[config.mk]
export PLATFORM = sky130hd
export DESIGN_NAME = trap_entry_seq
export DESIGN_NICKNAME = d
export VERILOG_FILES = /design/src/rtl/trap_seq_pkg.sv /design/src/rtl/trap_vec_sel.sv /design/src/rtl/trap_stack_ptr.sv /design/src/rtl/trap_entry_seq.sv
export SDC_FILE = /design/constraint.sdc
export NUM_CORES = 1
export LEC_CHECK = 0
export ABC_AREA = 1
export BUFFER_PORTS_ARGS = -buffer_cell sky130_fd_sc_hd__buf_2
export CAP_MARGIN = 5
export CORE_ASPECT_RATIO = 1.1
export CORE_MARGIN = 4
export CORE_UTILIZATION = 45
export CTS_CLUSTER_SIZE = 20
export DETAILED_ROUTE_END_ITERATION = 10
export GPL_ROUTABILITY_DRIVEN = 1
export PLACE_DENSITY = 0.79
export SETUP_SLACK_MARGIN = 0.3
export SLEW_MARGIN = 0
export SYNTH_ARGS = -nofsm -noshare
export SYNTH_HDL_FRONTEND = slang
export SYNTH_HIERARCHICAL = 1
export SYNTH_SLANG_ARGS = --single-unit
export TNS_END_PERCENT = 100
[constraint.sdc]
create_clock -name clk -period 9.8 [get_ports clk]
set_clock_uncertainty 0.1 [all_clocks]
set_input_delay 2.94 -clock clk [delete_from_list [all_inputs] [get_ports clk]]
set_output_delay 2.94 -clock clk [all_outputs]
set_load 0.02 [all_outputs]
[src/rtl/trap_seq_pkg.sv]
// Package: shared encodings for the trap entry sequencer.
// Assumes flag bit 2 is interrupt disable and flag bit 3 is decimal mode.
package trap_seq_pkg;
    localparam int PC_W   = 16;
    localparam int BANK_W = 8;
    localparam int BYTE_W = 8;
    localparam int ADDR_W = PC_W + BANK_W;

    localparam logic [BYTE_W-1:0] OPC_BREAK  = 8'h00;
    localparam logic [BYTE_W-1:0] OPC_COPROC = 8'h02;

    localparam int FLAG_IRQ_OFF = 2;
    localparam int FLAG_DEC     = 3;

    localparam logic [BYTE_W-1:0] EMU_STACK_PAGE = 8'h01;

    typedef enum logic [3:0] {
        ST_IDLE,
        ST_SIG,
        ST_PUSH_BANK,
        ST_PUSH_HI,
        ST_PUSH_LO,
        ST_PUSH_FLAGS,
        ST_VEC_LO,
        ST_VEC_HI,
        ST_DONE
    } seq_state_t;
endpackage

[src/rtl/trap_vec_sel.sv]
// Module: trap_vec_sel
// Decodes the trap opcode and the mode bit into a vector slot address.
// Assumes only the two trap opcodes are valid; any other opcode gives hit = 0.
module trap_vec_sel
    import trap_seq_pkg::*;
(
    input  logic [BYTE_W-1:0] opcode,
    input  logic              emu_mode,
    output logic              hit,
    output logic [PC_W-1:0]   vec_addr
);
    // Select the slot from the opcode and the mode.
    always_comb begin
        hit      = 1'b0;
        vec_addr = '0;
        case (opcode)
            OPC_BREAK: begin
                hit      = 1'b1;
                vec_addr = emu_mode ? 16'hFFFE : 16'hFFE6;
            end
            OPC_COPROC: begin
                hit      = 1'b1;
                vec_addr = emu_mode ? 16'hFFF4 : 16'hFFE4;
            end
            default: begin
                hit      = 1'b0;
                vec_addr = '0;
            end
        endcase
    end
endmodule

[src/rtl/trap_stack_ptr.sv]
// Module: trap_stack_ptr
// Holds the working stack pointer. It loads at start and steps down once per push.
// Assumes load and dec are never asserted together. In emulation mode the
// high byte is pinned to the stack page.
module trap_stack_ptr
    import trap_seq_pkg::*;
(
    input  logic            clk,
    input  logic            rst_n,
    input  logic            load,
    input  logic [PC_W-1:0] load_val,
    input  logic            emu_mode,
    input  logic            dec,
    output logic [PC_W-1:0] sp
);
    logic [PC_W-1:0] sp_q;
    logic [PC_W-1:0] sp_dec;
    logic [PC_W-1:0] sp_load;

    // Form the decremented value and the loaded value for the current mode.
    always_comb begin
        if (emu_mode) begin
            sp_dec  = {EMU_STACK_PAGE, sp_q[BYTE_W-1:0] - 8'd1};
            sp_load = {EMU_STACK_PAGE, load_val[BYTE_W-1:0]};
        end else begin
            sp_dec  = sp_q - 16'd1;
            sp_load = load_val;
        end
    end

    // Register the stack pointer.
    always_ff @(posedge clk) begin
        if (!rst_n)    sp_q <= '0;
        else if (load) sp_q <= sp_load;
        else if (dec)  sp_q <= sp_dec;
    end

    assign sp = sp_q;

    AST_EMU_PAGE_HELD: assert property (@(posedge clk) disable iff (!rst_n)
        (dec && emu_mode) |=> sp_q[PC_W-1:BYTE_W] == EMU_STACK_PAGE);
endmodule

[src/rtl/trap_entry_seq.sv]
// Module: trap_entry_seq (top)
// Sequences the entry into a software trap: it skips the signature byte,
// pushes the return frame, reads the handler vector, and reports the new state.
// Assumes memory reads are combinational and every access completes in one cycle.
module trap_entry_seq
    import trap_seq_pkg::*;
(
    input  logic              clk,
    input  logic              rst_n,
    input  logic              start,
    input  logic [BYTE_W-1:0] opcode,
    input  logic              emu_mode,
    input  logic [PC_W-1:0]   pc_in,
    input  logic [BANK_W-1:0] bank_in,
    input  logic [BYTE_W-1:0] flags_in,
    input  logic [PC_W-1:0]   sp_in,
    output logic [ADDR_W-1:0] mem_addr,
    output logic [BYTE_W-1:0] mem_wdata,
    output logic              mem_we,
    output logic              mem_re,
    input  logic [BYTE_W-1:0] mem_rdata,
    output logic              busy,
    output logic              done,
    output logic [PC_W-1:0]   pc_out,
    output logic [BANK_W-1:0] bank_out,
    output logic [BYTE_W-1:0] flags_out,
    output logic [PC_W-1:0]   sp_out
);
    seq_state_t        state_q, state_d;
    logic [PC_W-1:0]   pc_q;
    logic [BANK_W-1:0] bank_q;
    logic [BYTE_W-1:0] flags_q;
    logic [PC_W-1:0]   vec_q;
    logic [BYTE_W-1:0] vec_lo_q;
    logic              emu_q;
    logic              hit;
    logic [PC_W-1:0]   vec_sel;
    logic              accept;
    logic              sp_dec;
    logic [PC_W-1:0]   sp_cur;

    trap_vec_sel u_vec (
        .opcode   (opcode),
        .emu_mode (emu_mode),
        .hit      (hit),
        .vec_addr (vec_sel)
    );

    assign accept = (state_q == ST_IDLE) && start && hit;

    trap_stack_ptr u_sp (
        .clk      (clk),
        .rst_n    (rst_n),
        .load     (accept),
        .load_val (sp_in),
        .emu_mode (accept ? emu_mode : emu_q),
        .dec      (sp_dec),
        .sp       (sp_cur)
    );

    // Choose the next state; the bank push is skipped in emulation mode.
    always_comb begin
        state_d = state_q;
        case (state_q)
            ST_IDLE:       if (accept) state_d = ST_SIG;
            ST_SIG:        state_d = emu_q ? ST_PUSH_HI : ST_PUSH_BANK;
            ST_PUSH_BANK:  state_d = ST_PUSH_HI;
            ST_PUSH_HI:    state_d = ST_PUSH_LO;
            ST_PUSH_LO:    state_d = ST_PUSH_FLAGS;
            ST_PUSH_FLAGS: state_d = ST_VEC_LO;
            ST_VEC_LO:     state_d = ST_VEC_HI;
            ST_VEC_HI:     state_d = ST_DONE;
            default:       state_d = ST_IDLE;
        endcase
    end

    // Drive the memory port for the current step.
    always_comb begin
        mem_addr  = '0;
        mem_wdata = '0;
        mem_we    = 1'b0;
        mem_re    = 1'b0;
        sp_dec    = 1'b0;
        case (state_q)
            ST_SIG: begin
                mem_addr = {bank_q, pc_q};
                mem_re   = 1'b1;
            end
            ST_PUSH_BANK, ST_PUSH_HI, ST_PUSH_LO, ST_PUSH_FLAGS: begin
                mem_addr = {8'h00, sp_cur};
                mem_we   = 1'b1;
                sp_dec   = 1'b1;
                case (state_q)
                    ST_PUSH_BANK: mem_wdata = bank_q;
                    ST_PUSH_HI:   mem_wdata = pc_q[PC_W-1:BYTE_W];
                    ST_PUSH_LO:   mem_wdata = pc_q[BYTE_W-1:0];
                    default:      mem_wdata = flags_q;
                endcase
            end
            ST_VEC_LO: begin
                mem_addr = {8'h00, vec_q};
                mem_re   = 1'b1;
            end
            ST_VEC_HI: begin
                mem_addr = {8'h00, vec_q + 16'd1};
                mem_re   = 1'b1;
            end
            default: ;
        endcase
    end

    // Advance the state and the working registers.
    always_ff @(posedge clk) begin
        if (!rst_n) begin
            state_q  <= ST_IDLE;
            pc_q     <= '0;
            bank_q   <= '0;
            flags_q  <= '0;
            vec_q    <= '0;
            vec_lo_q <= '0;
            emu_q    <= 1'b0;
        end else begin
            state_q <= state_d;
            case (state_q)
                ST_IDLE: if (accept) begin
                    pc_q    <= pc_in;
                    bank_q  <= bank_in;
                    flags_q <= flags_in;
                    vec_q   <= vec_sel;
                    emu_q   <= emu_mode;
                end
                ST_SIG:    pc_q     <= pc_q + 16'd1;
                ST_VEC_LO: vec_lo_q <= mem_rdata;
                ST_VEC_HI: begin
                    pc_q                  <= {mem_rdata, vec_lo_q};
                    bank_q                <= '0;
                    flags_q[FLAG_IRQ_OFF] <= 1'b1;
                    flags_q[FLAG_DEC]     <= 1'b0;
                end
                default: ;
            endcase
        end
    end

    assign busy      = (state_q != ST_IDLE) && (state_q != ST_DONE);
    assign done      = (state_q == ST_DONE);
    assign pc_out    = pc_q;
    assign bank_out  = bank_q;
    assign flags_out = flags_q;
    assign sp_out    = sp_cur;

    AST_IDLE_QUIET: assert property (@(posedge clk) disable iff (!rst_n)
        !busy |-> (!mem_we && !mem_re));
    AST_ONE_ACCESS: assert property (@(posedge clk) disable iff (!rst_n)
        !(mem_we && mem_re));
    AST_EMU_STACK_PAGE: assert property (@(posedge clk) disable iff (!rst_n)
        (mem_we && emu_q) |-> mem_addr[15:8] == EMU_STACK_PAGE);
    AST_VEC_ORDER: assert property (@(posedge clk) disable iff (!rst_n)
        (state_q == ST_VEC_HI) |-> $past(state_q) == ST_VEC_LO);
    AST_EXIT_FLAGS: assert property (@(posedge clk) disable iff (!rst_n)
        done |-> (flags_out[FLAG_IRQ_OFF] && !flags_out[FLAG_DEC] && bank_out == 8'h00));
    AST_DONE_PULSE: assert property (@(posedge clk) disable iff (!rst_n)
        done |=> !done);
endmodule

==> run_results.csv <==
group,metric,value,unit
outcome,status,"finished clean",
cells_and_area,stdcell_area,6190,sq um
sta,tightest_slew,1160,ps
power,seqPwrFrac,44.7,%
setup_path,rrSetupSlack,6570,ps
power,irDropWorstVdd,0.0633,mV
die,rows,40,
cts,clk_pin_slew,60,ps
cts,clock_latency,340,ps
power,switchingPower,0.169,mW
power,p_leak,2.92,nW
setup_path,critical_path_required,6760,ps
detailed_routing,routedWlPerCell,15.5,um
setup_path,arrival,2720,ps
cells_and_area,fin_cells,1126,
cells_and_area,drive_above_1_share,21.8,%
detailed_routing,vias,6065,
global_routing,grt_max_degree,55,
global_routing,track_usage,25.8,%
hold_path,min_path_type,"reg -> reg",
cells_and_area,num_antenna_cells,0,
cts,cts_buffer_depth,2,
synth,syn_inst,856,
sta,fin_crit_sh,58.8,%
cts,tritoncts,"yes",
synth,synth_cell_types,36,
setup_path,reg2regPathDepth,8,
cts,root_buffer,"clkbuf_16",
synth,ys_top_cells_by_area,"dfxtp_1, nand2_1, nor2_1",
power,p_int,0.538,mW
power,cellPowerDensity,114,nW/um^2
detailed_routing,drt_wl_total,17.4,mm
cells_and_area,final_core_util,55.8,%
global_routing,grt_pass1_wl,26.9,mm
sta,hold_viol_final,0,
sta,setup_violations,0,
cts,post_cts_buffers,0,
die,die_area,13300,sq um
cts,cts_buffers,9,
sta,setup_tns,0,ps
cts,cts_hold_buffers,0,
die,coreArea,11100,sq um
setup_path,critPathMaxFanout,20,
synth,synth_seq_cells,77,
setup_path,reg2reg_from,"state_q[0]",
power,switching_share,23.9,%
synth,synth.most_common_cell,"nand2_1",
sta,clock.fmax,0.174,GHz
power,clock_power_share,49.7,%
setup_path,crit_end,"mem_addr[5]",
placed_design,dpl-instance-area,5890,sq um
cells_and_area,nets,1045,
cells_and_area,multi_input_area,3020,sq um
synth,yosys_warnings,6,
setup_path,startpoint,"state_q[2]",
global_routing,grt_overflow,0,
sta,grt_setup_unrepaired,"false",
die,die_w,110,um
synth,syn-cell-area,5180,sq um
global_routing,antenna_found_initial,0,
setup_path,endpoint_kind,"primary output",
cts,clock_sinks,77,
cts,cts-htree-levels,3,
placed_design,port_buffers,151,
synth,synth.yosys.seq_area_share,29.8,%
die,start_util,46.6,%
cells_and_area,seq_area,1540,sq um
die,ioPinCount,152,
setup_path,worstReg2RegEnd,"u_sp/sp[11]",
sta,timing.final.max_slew_violations,0,
synth,synth.largest_area_cell,"dfxtp_1",
placed_design,hpwl,12.8,mm
synth,synth_fp_nets,927,
detailed_routing,viasPerCell,5.39,
detailed_routing,first_pass_iters,5,
detailed_routing,ant_nets,0,
synth,syn-mean-instance-area,6.05,sq um
sta,period_needed,5760,ps
synth,synth_top_area_share,29.8,%
cells_and_area,syn_to_final_growth,19.6,%
detailed_routing,drt_iter0_drc,549,
synth,synth_common_cells,"nand2_1, nor2_1, inv_1, dfxtp_1, o21ai_0",
synth,synth_ff_type,"dfxtp_1",
setup_path,path_class,"reg -> out",
die,die_y,121,um
synth,synth-edff-count,0,
power,pwr-share-comb,5.6,%
placed_design,dp_cells,1110,
run,drv_cap,0,
detailed_routing,drc_errors,0,
synth,synthArstFlopShare,0,%
cells_and_area,fillers,1157,
sta,holdWs,365,ps
cts,cts-resized-gates,0,
placed_design,gp_congestion,0.889,
global_routing,grt_pass1_vias,5520,
sta,max_slew_margin,22.6,%
setup_path,critPathLaunchType,"flip-flop",
[registers in the layout, summed over array words and instances, names as in the netlist]
| name | flops |
|---|---|
| pc_out | 16 |
| u_sp/sp | 16 |
| vec_q | 16 |
| bank_out | 8 |
| flags_out | 8 |
| vec_lo_q | 8 |
| state_q | 4 |
| emu_q | 1 |
[power groups by stage]
stage	clock [mW]	sequential [mW]	combinational, mW
finish	0.351	0.316	0.0397
detailed placement	0	0.323	0.0390
CTS	0.352	0.316	0.0393
floorplan	0	0.324	0.0189
global route	0.367	0.316	0.0440
global placement	0	0.323	0.0386
[cell type report]
| type | instances | share of cell area, % |
|---|---|---|
| multi-input cells | 636 | 48.8 |
| flip-flops and latches | 77 | 24.9 |
| repair buffers | 153 | 12.4 |
| inverters | 97 | 5.92 |
| clock buffers | 10 | 3.86 |
| well taps | 147 | 2.97 |
| clock inverters | 6 | 1.13 |
[metrics by stage]
step / total power, mW / setup WS [ps]
3_3_place_gp: 0.362 / 4220
6_report: 0.707 / 4040
5_1_grt: 0.727 / 3810
4_1_cts: 0.707 / 4060
2_1_floorplan: 0.342 / 4640
3_5_place_dp: 0.362 / 4080
[worst max-delay path, stage by stage, from the launching register on]
cell and delay (ps):
dfxtp_1 370, inv_1 90, nor2_2 180, nand2_1 470, inv_1 660, nand2_1 90
o21ai_0 100, a21oi_1 60, o21ai_0 150, buf_2 210
[worst min path at each step]
stage / slack [ps] / end / startpoint / depth (start not counted)
2_1_floorplan: 330 / vec_lo_q[5] / vec_lo_q[5] / 2
3_3_place_gp: 340 / vec_lo_q[6] / vec_lo_q[6] / 2
3_5_place_dp: 360 / vec_lo_q[6] / vec_lo_q[6] / 2
4_1_cts: 360 / vec_lo_q[6] / vec_lo_q[6] / 2
5_1_grt: 400 / vec_lo_q[6] / vec_lo_q[6] / 2
6_report: 360 / vec_lo_q[6] / vec_lo_q[6] / 2
[placed cells by master, fill, tap and decap left out, types with 4 or more instances in the layout]
master / count
buf_2: 151
a21oi_1: 67
clkbuf_16: 9
o21ai_0: 69
dfxtp_1: 77
a21oi_2: 8
a22oi_1: 4
nand3_1: 68
inv_2: 7
a31oi_1: 5
xor2_1: 4
nor2_1: 103
o22ai_1: 15
nand2_1: 225
nor3_1: 8
inv_1: 89
nand3b_1: 7
nand4_1: 6
nor2_2: 15
o211ai_1: 5
[metal layers]
| metal | vias to the layer above | global-route usage, % | part of all wire, % |
|---|---|---|---|
| li1 | 3010 | - | - |
| met1 | 2746 | 33.5 | 43 |
| met2 | 281 | 42.5 | 47 |
| met3 | 28 | 4.32 | 7.7 |
| met4 | 0 | 9.70 | 2.2 |
| met5 | - | 0 | 0 |
[cell families (layout without fill, tap and decap cells)]
kind of cell	Yosys count	in the layout	share of synthesized area, %
xor+xnor	6	6	1.01
simple gates	449	449	37.8
flops	77	77	29.8
other cells	1	1	0.0724
compound gates	177	177	18.8
buf+inv	143	266	11.8
fa+ha+maj	3	3	0.725
(Power assumes the default switching activity.)
